File: config.mk
export PLATFORM = sky130hd
export DESIGN_NAME = hseq_phase_fsm
export DESIGN_NICKNAME = d
export VERILOG_FILES = /design/src/rtl/hseq_pkg.sv /design/src/rtl/hseq_phase_fsm.sv
export SDC_FILE = /design/constraint.sdc
export NUM_CORES = 1
export LEC_CHECK = 0
export ABC_AREA = 1
export CORE_AREA = 2 2 39 41
export DETAILED_ROUTE_END_ITERATION = 10
export DIE_AREA = 0 0 41 43
export PLACE_DENSITY = 0.64
export RECOVER_POWER = 25
export SYNTH_ARGS = -nofsm -noshare
export SYNTH_HDL_FRONTEND = slang
export SYNTH_SLANG_ARGS = --single-unit
File: constraint.sdc
create_clock -name vclk -period 2.37
set_input_delay 0.474 -clock vclk [all_inputs]
set_output_delay 0.474 -clock vclk [all_outputs]
set_load 0.01 [all_outputs]
File: src/rtl/hseq_pkg.sv
package hseq_pkg;

    typedef enum logic [2:0] {
        CMD_NONE    = 3'd0,
        CMD_START   = 3'd1,
        CMD_PROCESS = 3'd2,
        CMD_RUN     = 3'd3,
        CMD_DONE    = 3'd4
    } cmd_e;

    typedef enum logic [2:0] {
        PH_IDLE = 3'd0,
        PH_FEED = 3'd1,
        PH_PROC = 3'd2,
        PH_ABS  = 3'd3,
        PH_SQZ  = 3'd4,
        PH_TERM = 3'd5
    } phase_e;

    typedef enum logic [2:0] {
        ERR_NONE    = 3'd0,
        ERR_SEQ     = 3'd1,
        ERR_MODE    = 3'd2,
        ERR_PREFIX  = 3'd3,
        ERR_ENTROPY = 3'd4
    } err_code_e;

    localparam logic [1:0] MODE_FIXED = 2'd0;
    localparam logic [1:0] MODE_XOF   = 2'd1;
    localparam logic [1:0] MODE_CXOF  = 2'd2;

    localparam logic [2:0] STR_128 = 3'd0;
    localparam logic [2:0] STR_224 = 3'd1;
    localparam logic [2:0] STR_256 = 3'd2;
    localparam logic [2:0] STR_384 = 3'd3;
    localparam logic [2:0] STR_512 = 3'd4;

    localparam logic [3:0] MB_TRUE  = 4'h6;
    localparam logic [3:0] MB_FALSE = 4'h9;

    typedef struct packed {
        logic seq;
        logic mode;
        logic prefix;
        logic entropy;
    } err_set_t;

    function automatic logic mb_strict(input logic [3:0] v);
        return v == MB_TRUE;
    endfunction

    function automatic logic mb_loose(input logic [3:0] v);
        return v != MB_FALSE;
    endfunction

    function automatic logic pair_ok(input logic [1:0] m, input logic [2:0] s);
        logic fixed_ok;
        logic xof_ok;
        fixed_ok = (m == MODE_FIXED) &&
                   (s == STR_224 || s == STR_256 || s == STR_384 || s == STR_512);
        xof_ok   = (m == MODE_XOF || m == MODE_CXOF) &&
                   (s == STR_128 || s == STR_256);
        return fixed_ok || xof_ok;
    endfunction

endpackage

File: src/rtl/hseq_phase_fsm.sv
module hseq_phase_fsm
    import hseq_pkg::*;
(
    input  phase_e      phase_q,
    input  logic [2:0]  cmd,
    input  logic        app_active,
    input  logic [3:0]  absorbed,
    input  logic        perm_done,
    input  logic [3:0]  escalate,
    input  logic [3:0]  clear_err,
    output phase_e      nxt,
    output logic        seq_err
);

    phase_e walk;

    // Per-phase command whitelist and legal moves
    always_comb begin
        walk    = phase_q;
        seq_err = 1'b0;
        case (phase_q)
            PH_IDLE: begin
                if (cmd == CMD_START && !app_active) walk = PH_FEED;
                seq_err = !(cmd == CMD_NONE || cmd == CMD_START);
            end
            PH_FEED: begin
                if (cmd == CMD_PROCESS) walk = PH_PROC;
                seq_err = !(cmd == CMD_NONE || cmd == CMD_PROCESS);
            end
            PH_PROC: begin
                if (mb_strict(absorbed)) walk = PH_ABS;
                seq_err = (cmd != CMD_NONE);
            end
            PH_ABS: begin
                if (cmd == CMD_RUN)       walk = PH_SQZ;
                else if (cmd == CMD_DONE) walk = PH_IDLE;
                seq_err = !(cmd == CMD_NONE || cmd == CMD_RUN || cmd == CMD_DONE);
            end
            PH_SQZ: begin
                if (perm_done) walk = PH_ABS;
                seq_err = (cmd != CMD_NONE);
            end
            PH_TERM: walk = PH_TERM;
            default: walk = PH_TERM;
        endcase
    end

    // Escalation wins over clear-after-error
    always_comb begin
        if (mb_loose(escalate))        nxt = PH_TERM;
        else if (mb_strict(clear_err)) nxt = PH_IDLE;
        else                           nxt = walk;
    end

endmodule

==> results.txt, run 1 <==
post-route ant nets = 0
clk_buf instances = 0
Mapped Nets = 78
end of the worst hold path = seq_err
Cell Pwr Density = 136 nW/um2
Yosys cell types = 11
Die Ht = 43 um
Finish-stage setup viols = 0
Buffers on Ports = 24
DR iter-0 viols = 8
Ys Warns = 0
# IOs = 24
worst vdd ir = 0.0446 mV
DRT Pass-1 Iters = 4
final hold viol count = 0
antenna cell count = 0
worst hold margin = 1.75 ns
vias in the first global route = 366
critical path class = in -> out
crit start category = primary input
# DRC = 0
Slew @ Worst Pin = 0.260 ns
synthesized area per cell = 4.23 um2
die footprint = 1760 um2
status = finished clean
crit-path cells = clkdlybuf4s50_1 -> nand3b_1 -> nand2_1 -> nand2_1 -> nor2_1 -> nand2_1 -> nand2_1 -> nand2_1 -> dlygate4sd2_1
hold_sp = phase_q[2]
routed wire length = 818 um
unrepaired setup endpoints after global routing = false
Sequential Area = 0 um2
data arrival time of the critical path = 1.78 ns
CP Capture Type = primary output
routed vias = 430
synthesized instance count = 58
row cnt = 14
register area share after synthesis = 0
most frequent cells in the layout = nand2_1, clkdlybuf4s50_1, nor2_1, dlygate4sd2_1, inv_1
CP max stage delay = 0.45 ns
vias per cell = 4.22
most frequent CP cell = nand2_1
dpl hpwl = 741 um
Final Wtd Congestion = 0.748
post-route insts no fill = 102
mapped cell area = 245 um2
Horiz. Die Dim = 41 um
Min-Delay Path Class = in -> out
max_slew headroom = 0.826
area growth from synthesis to layout = 119%
Max Cap Violations = 0
Area contributors post-synth = nand2_1, nor2_1, nand3_1
CP Max Fanout = 4
leakage = 0.246 nW
GRT Total Usage = 0.0989
seq_cells = 0
fin crit period = 2.25 ns
Worst path slowest cell = clkdlybuf4s50_1
Placed Instances = 102
Tot Pwr = 0.0000729 W
hold depth = 5
Max Freq = 444 MHz
Synth area leader = nand2_1
starting density of the core = 0.177
Worst Path Required = 1.90 ns
most common cell after layout, fill and taps aside = nand2_1
layout net count = 108
post-route design area = 537 um2
fin. max-slew vios = 0
largest net degree at the start of global routing = 7
first-pass GRT wire length = 1320 um
grt total ovfl = 0
Layout Utilization = 0.388
post-DR wirelength/cell = 8.02 um
Core Region = 1380 um2
area share of the largest cell type after synthesis = 0.337
initial antenna violation count = 0
dpl cell area = 536 um2
Period Utilization, post-route = 0.950
share of cells above drive strength 1 = 0.0814
==> final cells by class <==
type                       count  area, um2
fill                         163        847
tap                           16       20.0
inverter                       7       26.3
timing repair buffer          28        262
multi-input combinational     51        229
==> synth_stat cells <==
master and count:
nand3b_1 2, nand3_1 5, a21oi_1 1, inv_2 1
o211ai_1 1, nor2_1 14, nand2_1 22, a31oi_1 1
nor3_1 2, inv_1 6, o21ai_0 3
==> worst max path at each step <==
stage | from | to | slack, ns | cells past startpoint
floorplan | escalate[1] | nxt[1] | 0.79 | 3
global placement | phase_q[1] | nxt[0] | -0.24 | 10
detailed placement | phase_q[1] | nxt[0] | -0.26 | 10
CTS | cmd[0] | nxt[0] | 0.10 | 9
global route | cmd[2] | nxt[0] | 0.0004 | 10
finish | cmd[0] | nxt[0] | 0.12 | 9
==> power breakdown <==
part           switching, W  internal [W]  leakage (nW)
clock                     0             0             0
sequential                0             0             0
combinational     0.0000292     0.0000437         0.246
==> per-stage QoR <==
stage,setup TNS (ns),worst slack [ns]
after detailed placement,-0.858,-0.258
after floorplan,0,0.792
after CTS,0,0.101
after global placement,-0.845,-0.245
final,0,0.120
after global routing,0,0.000381
==> routing by layer <==
layer  share of wire  wire length [um]  vias to the layer above  global-route usage
met2            0.49               401                       17               0.191
met4               0                 0                        0                   0
met5               0                 0                        -                   0
met1            0.39               323                      170               0.120
li1                -                 -                      243                   -
met3            0.11                92                        0                   0
==> logic make-up after synthesis <==
family,after synthesis,share of synthesized area
simple gates,45,0.755
buf+inv,7,0.107
compound gates,6,0.138
==> critical path: cells and delay by family <==
family	cells	cell delay, ns
buffers and inverters	2	0.72
and+or+nand+nor	7	0.59
==> timing repair <==
item                                    CTS  global route
endpoints found under the setup margin    4             1
endpoints found under the hold margin     0             0
buffers inserted                          0             0
hold buffers                              0             0
gates resized for setup                   8             1
Note: power is estimated with default switching activity, not from simulation.
==> run 2: changes to the inputs <==
--- a/config.mk
+++ b/config.mk
@@ -6,6 +6,7 @@
 export NUM_CORES = 1
 export LEC_CHECK = 0
 export ABC_AREA = 1
+export ABC_CLOCK_PERIOD_IN_PS = 2370
 export CORE_AREA = 2 2 39 41
 export DETAILED_ROUTE_END_ITERATION = 10
 export DIE_AREA = 0 0 41 43
==> results of run 2 <==
Final layout, timing and power as in run 1 (identical DEF).
